[src/rtl/txc_pkg.sv]
package txc_pkg;
    localparam int FIFO_DEPTH = 32;
    localparam int CNT_W      = 12;
    localparam int LVL_W      = $clog2(FIFO_DEPTH + 1);

    typedef struct packed {
        logic flow_on;
    } flow_st_t;

    typedef struct packed {
        logic clr;
    } cmd_st_t;

    typedef struct packed {
        logic             busy;
        logic             started;
        logic             dma;
        logic             xme;
        logic             packet;
        logic [CNT_W-1:0] len;
        logic [CNT_W-1:0] wr_cnt;
        logic [CNT_W-1:0] pop_cnt;
        logic             sof;
        logic             err;
    } frame_st_t;
endpackage

[src/rtl/txc_cmd_dec.sv]
module txc_cmd_dec (
    input  logic clk,
    input  logic rst_n,
    input  logic cmd_wr,
    input  logic cmd_txon,
    input  logic cmd_txoff,
    input  logic cmd_xres,
    input  logic cmd_xf,
    input  logic rx_xon,
    input  logic rx_xoff,
    output logic xres_s,
    output logic xf_s,
    output logic on_req,
    output logic off_req,
    output logic clr_pulse
);
    import txc_pkg::*;

    cmd_st_t st_d, st_q;

    // Strobes live for the write cycle only; nothing is held.
    always_comb begin
        xres_s   = cmd_wr & cmd_xres;
        xf_s     = cmd_wr & cmd_xf;
        on_req   = (cmd_wr & cmd_txon) | rx_xon;
        off_req  = (cmd_wr & cmd_txoff) | rx_xoff;
        st_d     = st_q;
        st_d.clr = xres_s;
    end

    always_ff @(posedge clk or negedge rst_n) begin
        if (!rst_n) st_q <= '0;
        else        st_q <= st_d;
    end

    assign clr_pulse = st_q.clr;
endmodule

[src/rtl/txc_flow.sv]
module txc_flow (
    input  logic clk,
    input  logic rst_n,
    input  logic flow_en,
    input  logic xres_s,
    input  logic on_req,
    input  logic off_req,
    output logic flow_open
);
    import txc_pkg::*;

    flow_st_t st_d, st_q;

    always_comb begin
        st_d = st_q;
        if (xres_s) begin
            st_d.flow_on = 1'b1;
        end else if (flow_en) begin
            if (off_req)     st_d.flow_on = 1'b0;
            else if (on_req) st_d.flow_on = 1'b1;
        end
    end

    always_ff @(posedge clk or negedge rst_n) begin
        if (!rst_n) st_q <= '{flow_on: 1'b1};
        else        st_q <= st_d;
    end

    assign flow_open = ~flow_en | st_q.flow_on;
endmodule

[src/rtl/txc_frame.sv]
module txc_frame #(
    parameter int DEPTH = txc_pkg::FIFO_DEPTH,
    parameter int CW    = txc_pkg::CNT_W,
    parameter int LW    = txc_pkg::LVL_W
) (
    input  logic          clk,
    input  logic          rst_n,
    input  logic          xres_s,
    input  logic          xf_s,
    input  logic          xme,
    input  logic          dma_mode,
    input  logic          packet,
    input  logic [CW-1:0] dma_len,
    input  logic          dma_byte_wr,
    input  logic [LW-1:0] fifo_level,
    input  logic          tx_pop,
    input  logic          flow_open,
    output logic          tx_enable,
    output logic          sof_req,
    output logic          eof_mark,
    output logic          dma_req,
    output logic          xf_err
);
    import txc_pkg::*;

    localparam logic [LW-1:0] FULL_LVL = LW'(DEPTH);
    localparam logic [LW-1:0] ONE_LVL  = LW'(1);

    frame_st_t st_d, st_q;
    logic      running;
    logic      pop_ok;
    logic      last_byte;
    logic      accept;
    logic      start_cond;

    always_comb begin
        running    = st_q.busy & st_q.started;
        pop_ok     = tx_pop & running & flow_open;
        last_byte  = st_q.dma ? ((st_q.pop_cnt + CW'(1)) == st_q.len)
                              : (fifo_level == ONE_LVL);
        start_cond = (fifo_level >= FULL_LVL) | (st_q.wr_cnt == st_q.len);
        accept     = xf_s & ~st_q.busy &
                     (dma_mode ? (dma_len != '0) : (fifo_level != '0));

        st_d     = st_q;
        st_d.sof = 1'b0;

        if (xres_s) begin
            st_d = '0;
        end else begin
            if (st_q.busy) begin
                if (st_q.dma && dma_byte_wr && (st_q.wr_cnt < st_q.len))
                    st_d.wr_cnt = st_q.wr_cnt + CW'(1);
                if (st_q.dma && !st_q.started && start_cond) begin
                    st_d.started = 1'b1;
                    st_d.sof     = st_q.packet;
                end
                if (pop_ok) begin
                    st_d.pop_cnt = st_q.pop_cnt + CW'(1);
                    if (last_byte) begin
                        st_d.busy    = 1'b0;
                        st_d.started = 1'b0;
                        st_d.dma     = 1'b0;
                    end
                end
                if (xf_s) st_d.err = 1'b1;
            end
            if (accept) begin
                st_d.busy    = 1'b1;
                st_d.dma     = dma_mode;
                st_d.started = ~dma_mode;
                st_d.xme     = xme;
                st_d.packet  = packet;
                st_d.len     = dma_len;
                st_d.wr_cnt  = '0;
                st_d.pop_cnt = '0;
                st_d.sof     = packet & ~dma_mode;
            end
        end
    end

    always_ff @(posedge clk or negedge rst_n) begin
        if (!rst_n) st_q <= '0;
        else        st_q <= st_d;
    end

    assign tx_enable = running & flow_open;
    assign sof_req   = st_q.sof;
    assign eof_mark  = pop_ok & last_byte & st_q.xme;
    assign dma_req   = st_q.busy & st_q.dma & (st_q.wr_cnt < st_q.len);
    assign xf_err    = st_q.err;
endmodule

[src/rtl/txc_top.sv]
module txc_top #(
    parameter int DEPTH = txc_pkg::FIFO_DEPTH,
    parameter int CW    = txc_pkg::CNT_W,
    parameter int LW    = txc_pkg::LVL_W
) (
    input  logic          clk,
    input  logic          rst_n,
    input  logic          cfg_flow_en,
    input  logic          cfg_dma_mode,
    input  logic          cfg_packet,
    input  logic          cmd_wr,
    input  logic          cmd_txon,
    input  logic          cmd_txoff,
    input  logic          cmd_xres,
    input  logic          cmd_xf,
    input  logic          cmd_xme,
    input  logic          rx_xon,
    input  logic          rx_xoff,
    input  logic [CW-1:0] dma_len,
    input  logic          dma_byte_wr,
    input  logic [LW-1:0] fifo_level,
    input  logic          tx_pop,
    output logic          tx_enable,
    output logic          fifo_clr,
    output logic          proto_rst,
    output logic          sof_req,
    output logic          eof_mark,
    output logic          dma_req,
    output logic          xf_err
);
    logic xres_s, xf_s, on_req, off_req, clr_pulse, flow_open;

    txc_cmd_dec u_dec (
        .clk(clk), .rst_n(rst_n), .cmd_wr(cmd_wr),
        .cmd_txon(cmd_txon), .cmd_txoff(cmd_txoff), .cmd_xres(cmd_xres),
        .cmd_xf(cmd_xf), .rx_xon(rx_xon), .rx_xoff(rx_xoff),
        .xres_s(xres_s), .xf_s(xf_s), .on_req(on_req), .off_req(off_req),
        .clr_pulse(clr_pulse)
    );

    txc_flow u_flow (
        .clk(clk), .rst_n(rst_n), .flow_en(cfg_flow_en), .xres_s(xres_s),
        .on_req(on_req), .off_req(off_req), .flow_open(flow_open)
    );

    txc_frame #(.DEPTH(DEPTH), .CW(CW), .LW(LW)) u_frame (
        .clk(clk), .rst_n(rst_n), .xres_s(xres_s), .xf_s(xf_s),
        .xme(cmd_xme), .dma_mode(cfg_dma_mode), .packet(cfg_packet),
        .dma_len(dma_len), .dma_byte_wr(dma_byte_wr),
        .fifo_level(fifo_level), .tx_pop(tx_pop), .flow_open(flow_open),
        .tx_enable(tx_enable), .sof_req(sof_req), .eof_mark(eof_mark),
        .dma_req(dma_req), .xf_err(xf_err)
    );

    assign fifo_clr  = clr_pulse;
    assign proto_rst = clr_pulse;
endmodule

[config.mk]
export PLATFORM = sky130hd
export DESIGN_NAME = txc_top
export DESIGN_NICKNAME = d
export VERILOG_FILES = /design/src/rtl/txc_pkg.sv /design/src/rtl/txc_cmd_dec.sv /design/src/rtl/txc_flow.sv /design/src/rtl/txc_frame.sv /design/src/rtl/txc_top.sv
export SDC_FILE = /design/constraint.sdc
export NUM_CORES = 1
export LEC_CHECK = 0
export BUFFER_PORTS_ARGS = -buffer_cell sky130_fd_sc_hd__buf_2
export CELL_PAD_IN_SITES_DETAIL_PLACEMENT = 1
export CELL_PAD_IN_SITES_GLOBAL_PLACEMENT = 2
export CORE_MARGIN = 1.5
export CORE_UTILIZATION = 26
export CTS_BUF_LIST = sky130_fd_sc_hd__clkbuf_8
export DETAILED_ROUTE_END_ITERATION = 16
export GPL_TIMING_DRIVEN = 0
export PLACE_DENSITY_LB_ADDON = 0.05
export SYNTH_ARGS = -nofsm -noshare
export SYNTH_HDL_FRONTEND = slang
export SYNTH_SLANG_ARGS = --single-unit
export TNS_END_PERCENT = 20
[constraint.sdc]
create_clock -name clk -period 4.1 [get_ports clk]
set_input_delay 0.82 -clock clk [delete_from_list [all_inputs] [get_ports clk]]
set_output_delay 0.82 -clock clk [all_outputs]
set_load 0.05 [all_outputs]
==> run summary, run 1 <==
CTS tree: done
Final period util: 90.8%
Die height: 108 µm
Pins Over Slew Limit: 0
Non-filler cells in the finished layout: 504
Placer congestion estimate: 0.702
RSZ-0062 raised after global routing: false
Required time worst endpoint: 3.28 ns
CTS Hold Buffers Added: 0
R2r worst-path depth: 8
Post-Route Utilization: 31.1%
Part of the Yosys area used for sequential elements: 39.4%
Tot Pwr: 1.13 mW
Most common cell after layout, fill and taps aside: dfrtp_1
CP Launch Type: flip-flop
Top Ports: 40
Seq. cell area: 0.00113 mm²
Port bufs: 39
Unique masters post-synth: 48
Most frequent cells in the layout: 44 x dfrtp_1, 39 x nor2_1, 39 x buf_2
Area growth from synthesis to layout: 17.5%
Worst reg2reg setup slack: 1.24 ns
H-tree levels: 2
Die Wd: 108 µm
Synthesis Warnings: 0
TritonCTS Sinks: 45
WHS Endpoint: u_frame.xf_err
Area occupied by multi-input gates: 0.00161 mm²
First-pass GRT wire length: 15.1 mm
End of the worst register-to-register path: u_frame.st_q[25]
Min-delay src: u_frame.xf_err
Final setup viols: 0
Worst ir drop on vdd: 0.152 mV
Total placed cells including tap cells: 496
Antenna Cells: 0
Fillers: 1268
Hold WS: 0.519 ns
Worst-path clk slew: 0.08 ns
Per-cell routed wire length: 18.1 µm
Total global-route track usage: 17.2%
Vias in the first global route: 2685
Status: complete, no violations
Max Clock Freq: 269 MHz
Layout cells sized above 1: 15.4%
WP data arrival: 2.90 ns
Leak pwr: 1.56 nW
Cell area power density: 336 mW/mm²
Via Count: 2551
Post-Synthesis Net Count: 364
Yosys reg bits: 45
WL final: 9.11 mm
Clk buf depth: 2
Hold Fails Final Rpt: 0
Post-Syn Instances: 317
Asr flop ratio synth: 100%
Min-Delay Path Class: reg2reg
Mapped Area: 0.00286 mm²
Layout Skew: 0.00935 ns
Slew headroom: 26.0%
Via density: 5.06
Detail Placement HPWL: 7.11 mm
Setup Crit Path Kind: reg2out
Clk_lat worst skew: 0.31 ns
Setup TNS: 0 ns
Top FF cell, synth: dfrtp_1
Reg2reg start: u_frame.st_q[16]
Core area: 0.0108 mm²
Inserted Clock Buffers: 5
Number of flops mapped to enable cells by yosys: 0
GR Overflow Total: 0
Avg Cell Area, Syn: 9.02 µm²
DRC viols: 0
CP endpoint kind: output pin
DRT iter0 DRCs: 90
First-pass detailed-route iteration total: 4
Final net count: 410
Crit path time final: 3.72 ns
Post-DRT Antenna Nets: 0
Die ar.: 0.0116 mm²
Worst-Margin Slew: 1.11 ns
Pin count of the biggest net entering global routing: 46
Num rows: 38
Max_cap viols: 0
Initial Util: 26.5%
CP Max Fanout: 6
Initial antenna violation count: 0
WHS Path Cells: 2
CTS Root Cell: clkbuf_8
through the flow:
step                cell area (µm²)  setup slack (ns)
global route                   3360             0.123
finish                         3360             0.376
global placement               3230             0.205
floorplan                      2860            0.0599
detailed placement             3230             0.236
CTS                            3350             0.140
state kept, by name, indices dropped and copies added (netlist names):
register	cells
u_dec.clr_pulse	1
u_flow.st_q	1
u_frame.sof_req	1
u_frame.st_q	41
u_frame.xf_err	1
worst max-delay path, cell delays in order (launching register included):
cell       delay, ns
dfrtp_1         0.48
ha_1            0.36
nand3_1         0.23
nor2_1          0.21
and3_1          0.26
a32oi_1         0.13
a2111oi_4       0.51
o21a_1          0.16
buf_2           0.25
per-layer routing:
layer | routed length [µm] | GRT usage [%] | up-vias
li1 | - | - | 1242
met5 | 0 | 0 | -
met3 | 319 | 2.30 | 8
met1 | 4490 | 24.3 | 1250
met2 | 4210 | 27.8 | 51
met4 | 94 | 3.95 | 0
power by group:
part           switching (mW)  internal, mW  total (mW)
clock network           0.167         0.197       0.363
logic                   0.169        0.0935       0.263
registers              0.0300         0.473       0.503
how the worst max path moves through the flow:
| stage | start | endpoint | slack, ns | depth (start not counted) |
|---|---|---|---|---|
| floorplan | u_frame.st_q[16] | dma_req | 0.06 | 6 |
| global placement | cfg_flow_en | eof_mark | 0.21 | 8 |
| detailed placement | cfg_flow_en | eof_mark | 0.24 | 8 |
| CTS | u_frame.st_q[2] | eof_mark | 0.14 | 8 |
| global route | u_frame.st_q[2] | eof_mark | 0.12 | 8 |
| finish | u_frame.st_q[2] | eof_mark | 0.38 | 8 |
cell usage after synthesis (all sizes together), types with 2 or more instances:
master / n / area [µm²]
a2111oi: 2 / 23.8
a211oi: 3 / 22.5
a21o: 5 / 37.5
a21oi: 8 / 40.0
a31oi: 3 / 18.8
and2: 4 / 25.0
and3: 5 / 31.3
buf: 4 / 33.8
clkbuf: 7 / 26.3
dfrtp: 44 / 1100
ha: 14 / 175
inv: 20 / 75.1
mux2i: 16 / 160
nand2: 21 / 78.8
nand2b: 2 / 12.5
nand3: 15 / 75.1
nand4: 6 / 37.5
nor2: 39 / 146
nor3: 8 / 40.0
nor3b: 2 / 15.0
nor4: 10 / 77.6
nor4b: 2 / 17.5
o2111ai: 2 / 17.5
o21a: 4 / 30.0
o21ai: 21 / 105
o22ai: 4 / 25.0
o31ai: 3 / 22.5
o41ai: 2 / 17.5
or3: 3 / 18.8
or4: 2 / 15.0
xnor2: 20 / 175
xor2: 3 / 26.3
area by class of cell:
cell class / instances / share of cell area, %
buffer: 11 / 1.79
clock buffer: 6 / 2.46
clock inverter: 2 / 1.01
inverter: 20 / 2.23
multi-input combinational: 241 / 47.9
sequential: 45 / 33.6
tap: 140 / 5.21
timing repair buffer: 39 / 5.81
cell families (layout without fill, tap and decap cells):
family,after synthesis,count (layout),share of synthesized area (%)
and+or+nand+nor,124,124,22.2
AOI/OAI and AO/OA,64,64,14.9
DFF,45,45,39.4
buffers and inverters,31,78,4.73
xor gates and xnor gates,23,23,7.05
muxes,16,16,5.60
adders and majority gates,14,14,6.13
timing repair:
item                                    4_1_cts  5_1_grt
setup buffers                                 0        0
endpoints found under the hold margin         0        0
endpoints found under the setup margin        0        1
gates resized for setup                       0        1
Power figures use the tool's default switching activity.
==> run 2, diff against run 1 <==
==> constraint.sdc (replaced) <==
create_clock -name clk -period 4.1 [get_ports clk]
set_input_delay 0 -clock clk [delete_from_list [all_inputs] [get_ports clk]]
set_output_delay 0 -clock clk [all_outputs]
set_load 0.05 [all_outputs]
==> run summary, run 2 (synthesized netlist as in run 1, its figures left out) <==
Met1 usage: 23.9%
Die height: 108 µm
Initial Util: 26.5%
First-pass detailed-route iteration total: 4
WL final: 9.24 mm
Hold Fails Final Rpt: 0
CTS Hold Buffers Added: 17
Worst-path clk slew: 0.09 ns
Worst path slowest cell: a2111oi_2
CP most frequent cell: o21a_1
Met3 global-route usage: 2.36%
Final net count: 427
Fillers: 1272
Worst reg2reg setup slack: 1.24 ns
Vias in the first global route: 2710
Most frequent cells in the layout: 44 x dfrtp_1, 39 x nor2_1, 39 x buf_2
Power share of the sequential group: 44.2%
Critical Path, Cell by Cell: ha_1 -> nand3_1 -> o21a_1 -> o21ai_0 -> a32oi_1 -> a2111oi_2 -> o21a_1 -> buf_2
Worst-Margin Slew: 1.14 ns
Cell area power density: 324 mW/mm²
Placer congestion estimate: 0.722
Max_cap viols: 0
Min-delay src: cmd_txoff
Layout Skew: 0.00871 ns
Largest reg by FF count: u_frame.st_q
Port bufs: 39
First-pass GRT wire length: 14.9 mm
CP Launch Type: flip-flop
Crit path depth: 8
Setup TNS: 0 ns
Buf/Inv on CP: 1
Antenna Cells: 0
Via density: 5.01
Post-DRT Antenna Nets: 0
DRC viols: 0
Setup Crit Path Kind: reg2out
Reg2reg start: u_frame.st_q[16]
CP max stage delay: 0.71 ns
Sw Pwr: 0.366 mW
Switch share: 32.1%
Post_cts resized: 0
Gate power share: 24.0%
Final period util: 76.3%
CTS Root Cell: clkbuf_8
Pins Over Slew Limit: 0
Clk buf depth: 2
Num rows: 38
Layout cells sized above 1: 14.7%
Clock power share: 31.8%
Core area: 0.0108 mm²
Max Clock Freq: 320 MHz
Pin count of the biggest net entering global routing: 46
Hold WS: 0.0110 ns
Per-cell routed wire length: 17.7 µm
Leak pwr: 1.63 nW
Min-Delay Path Class: in2reg
WHS Endpoint: u_flow.st_q
CP endpoint kind: output pin
CP Max Fanout: 6
Via Count: 2610
WHS Path Cells: 4
Clk_lat worst skew: 0.30 ns
CTS tree: done
Top Usage Layer GRT: met2
R2r worst-path depth: 8
Internal power: 0.773 mW
Detail Placement HPWL: 7.13 mm
TritonCTS Sinks: 45
Max reg flops: 41
H-tree levels: 2
RSZ-0062 raised after global routing: false
Top Ports: 40
End of the worst register-to-register path: u_frame.st_q[25]
Worst ir drop on vdd: 0.150 mV
Seq. cell area: 0.00113 mm²
Most common cell after layout, fill and taps aside: dfrtp_1
Initial antenna violation count: 0
GR Overflow Total: 0
Die ar.: 0.0116 mm²
Slew headroom: 23.8%
Total global-route track usage: 17.2%
Grt met2 use: 28.4%
Post-CTS setup buffer count: 0
DRT iter0 DRCs: 89
Required time worst endpoint: 4.10 ns
Inserted Clock Buffers: 5
Status: complete, no violations
Die Wd: 108 µm
CP top delay family: compound AO/OA/AOI/OAI gates
Crit path time final: 3.13 ns
Area occupied by multi-input gates: 0.00160 mm²
Area growth from synthesis to layout: 23.0%
WP data arrival: 3.13 ns
Tot Pwr: 1.14 mW
Post-Route Utilization: 32.6%
Final setup viols: 0
## run 2: cell types whose count changed in the layout (fill, tap and decap cells not counted)
cell / delta
dlygate4sd3_1: +17
a2111oi_4: -1
a2111oi_2: +1
a2111oi_0: +1
a2111oi_1: -1
## run 2: worst max-delay path by stage
stage                     start                to
3_5_place_dp   u_frame.st_q[16]  u_frame.st_q[25]
4_1_cts         u_frame.st_q[2]          eof_mark
6_report        u_frame.st_q[2]          eof_mark
3_3_place_gp   u_frame.st_q[29]  u_frame.st_q[25]
2_1_floorplan  u_frame.st_q[16]           dma_req
5_1_grt        u_frame.st_q[42]          eof_mark
## run 2: final cells by class
| type | instances | share of cell area (%) |
|---|---|---|
| multi-input combinational | 241 | 45.4 |
| buffer | 11 | 1.71 |
| timing repair buffer | 56 | 10.4 |
| sequential | 45 | 32.1 |
| clock inverter | 2 | 0.961 |
| clock buffer | 6 | 2.35 |
| tap | 140 | 4.98 |
| inverter | 20 | 2.14 |
## run 2: metal layers
metal,wire [µm],share of wire (%)
met1,4610,50
met2,4280,46
met3,298,3.2
met4,51,0.55
met5,0,0
## run 2: stage by stage
stage | worst slack, ns | area (µm²) | cells
after floorplan | 0.203 | 2860 | 317
after global placement | 1.19 | 3230 | 496
after detailed placement | 1.18 | 3230 | 496
after CTS | 0.918 | 3520 | 521
after global routing | 0.727 | 3520 | 521
final | 0.973 | 3520 | 521
## run 2: power by group through the flow
| stage | logic, mW | registers (mW) | clock network, mW |
|---|---|---|---|
| 2_1_floorplan | 0.166 | 0.510 | 0 |
| 3_3_place_gp | 0.262 | 0.513 | 0 |
| 3_5_place_dp | 0.266 | 0.514 | 0 |
| 4_1_cts | 0.280 | 0.505 | 0.380 |
| 5_1_grt | 0.310 | 0.510 | 0.400 |
| 6_report | 0.273 | 0.504 | 0.362 |
## run 2: worst reg2reg max path, cell delays in order, from the launching register on
cell and delay, ns:
dfrtp_1 0.45, ha_1 0.35, and4b_1 0.21, a211oi_1 0.34
o22ai_1 0.22, clkbuf_1 0.28, or2_2 0.41, o41ai_1 0.36
a21oi_1 0.10
==> run 3, diff against run 2 <==
Clock period 4.1 ns to 3.11 ns, I/O delays scaled along.
==> run summary, run 3 (synthesized netlist as in run 1, its figures left out) <==
Layout Skew: 0.00865 ns
Post-DRT Antenna Nets: 0
Largest reg by FF count: u_frame.st_q
Worst-path clk slew: 0.08 ns
WL final: 9.27 mm
GR Overflow Total: 0
DRT iter0 DRCs: 56
DRC viols: 0
Initial antenna violation count: 0
Most common cell after layout, fill and taps aside: dfrtp_1
Pins Over Slew Limit: 0
Antenna Cells: 0
Min-Delay Path Class: in2reg
Max_cap viols: 0
Clk buf depth: 2
Via Count: 2606
CTS tree: done
Max reg flops: 41
Pin count of the biggest net entering global routing: 46
Die ar.: 0.0116 mm²
CTS Root Cell: clkbuf_8
Detail Placement HPWL: 7.03 mm
Buf/Inv on CP: 1
Die Wd: 108 µm
Worst-Margin Slew: 1.10 ns
Via density: 4.98
Top Ports: 40
Status: complete, no violations
Post-CTS setup buffer count: 0
Vias in the first global route: 2714
CP most frequent cell: o21a_1
Num rows: 38
Hold WS: 0.0217 ns
Layout cells sized above 1: 15.4%
CP Max Fanout: 6
CP max stage delay: 0.52 ns
Required time worst endpoint: 3.11 ns
Worst ir drop on vdd: 0.145 mV
First-pass detailed-route iteration total: 4
Final setup viols: 0
Total global-route track usage: 17.3%
Clk_lat worst skew: 0.32 ns
Critical Path, Cell by Cell: ha_1 -> nand3_1 -> o21a_1 -> o21ai_0 -> a32oi_1 -> a2111oi_4 -> o21a_1 -> buf_2
Slew headroom: 26.5%
First-pass GRT wire length: 15.1 mm
Setup Crit Path Kind: reg2out
Final net count: 429
R2r worst-path depth: 9
Tot Pwr: 1.46 mW
Setup TNS: 0 ns
Inserted Clock Buffers: 5
Crit path depth: 8
Crit path time final: 2.90 ns
CP endpoint kind: output pin
Port bufs: 39
Leak pwr: 1.63 nW
H-tree levels: 2
Worst path slowest cell: a2111oi_4
CP Launch Type: flip-flop
WHS Path Cells: 3
Placer congestion estimate: 0.723
WP data arrival: 2.90 ns
TritonCTS Sinks: 45
CP top delay family: compound AO/OA/AOI/OAI gates
Area growth from synthesis to layout: 24.0%
Cell area power density: 413 mW/mm²
Hold Fails Final Rpt: 0
Die height: 108 µm
RSZ-0062 raised after global routing: false
Final period util: 93.4%
Per-cell routed wire length: 17.7 µm
Initial Util: 26.5%
Most frequent cells in the layout: 44 x dfrtp_1, 39 x nor2_1, 39 x buf_2, 21 x nand2_1, 21 x o21ai_0
Max Clock Freq: 344 MHz
Core area: 0.0108 mm²
## run 3: changes by cell type in the layout (fill, tap and decap cells not counted)
cell and change:
a211oi_2 +1, a2111oi_4 +1, a2111oi_0 -1, dlygate4sd3_1 +2, inv_1 -1, bufinv_16 -1
clkbuf_8 +1, a211oi_1 -1, clkinv_2 +1
## run 3: where the power goes
part           internal [mW]  total, mW  switching (mW)  leakage [nW]
combinational          0.141      0.369           0.228         0.968
clock                  0.202      0.431           0.230        0.0542
sequential             0.624      0.664          0.0405         0.610
total                  0.966       1.46           0.498          1.63
## run 3: final cells by class
cell class                      count  area (µm²)
Clock buffer                        7        96.3
Tap cell                          140         175
Clock inverter                      1        5.00
Multi-Input combinational cell    241        1620
Sequential cell                    45        1130
Fill cell                        1288        7250
Buffer                             11        60.1
Inverter                           20        75.1
Timing Repair Buffer               58         385
## run 3: tightest hold or removal path, cell delays in order
cell and delay [ns]:
buf_2 0.13, a31oi_1 0.09, nor2_1 0.08
## run 3: path summary, 6_finish.rpt
kind                             startpoint                to  slack (ns)
max                         u_frame.st_q[2]          eof_mark        0.21
min                                  cmd_wr    u_frame.xf_err        0.02
max reg2reg                u_frame.st_q[28]  u_frame.st_q[25]        0.28
min reg2reg                  u_frame.xf_err    u_frame.xf_err        0.52
max in group asynchronous             rst_n    u_frame.xf_err        2.00
min in group asynchronous             rst_n  u_frame.st_q[22]        0.43
## run 3: repair_timing
action,4_1_cts,5_1_grt
hold buffers,19,0
gates resized for setup,0,2
endpoints found under the hold margin,61,0
setup endpoints to repair,0,2
## run 3: layer usage
metal | vias up | share of wire [%] | global-route usage [%]
li1 | 1276 | - | -
met1 | 1273 | 51 | 24.9
met2 | 51 | 45 | 27.2
met3 | 6 | 2.7 | 2.60
met4 | 0 | 0.98 | 3.95
met5 | - | 0 | 0
## run 3: metrics by stage
stage          utilization, %  worst slack (ns)  cell area (µm²)  std cells
2_1_floorplan               -             0.293             2870        317
3_3_place_gp             30.0             0.121             3240        496
3_5_place_dp             30.0             0.106             3240        496
4_1_cts                  32.7            0.0253             3530        523
5_1_grt                  32.8           0.00202             3540        523
6_report                 32.8             0.206             3540        523
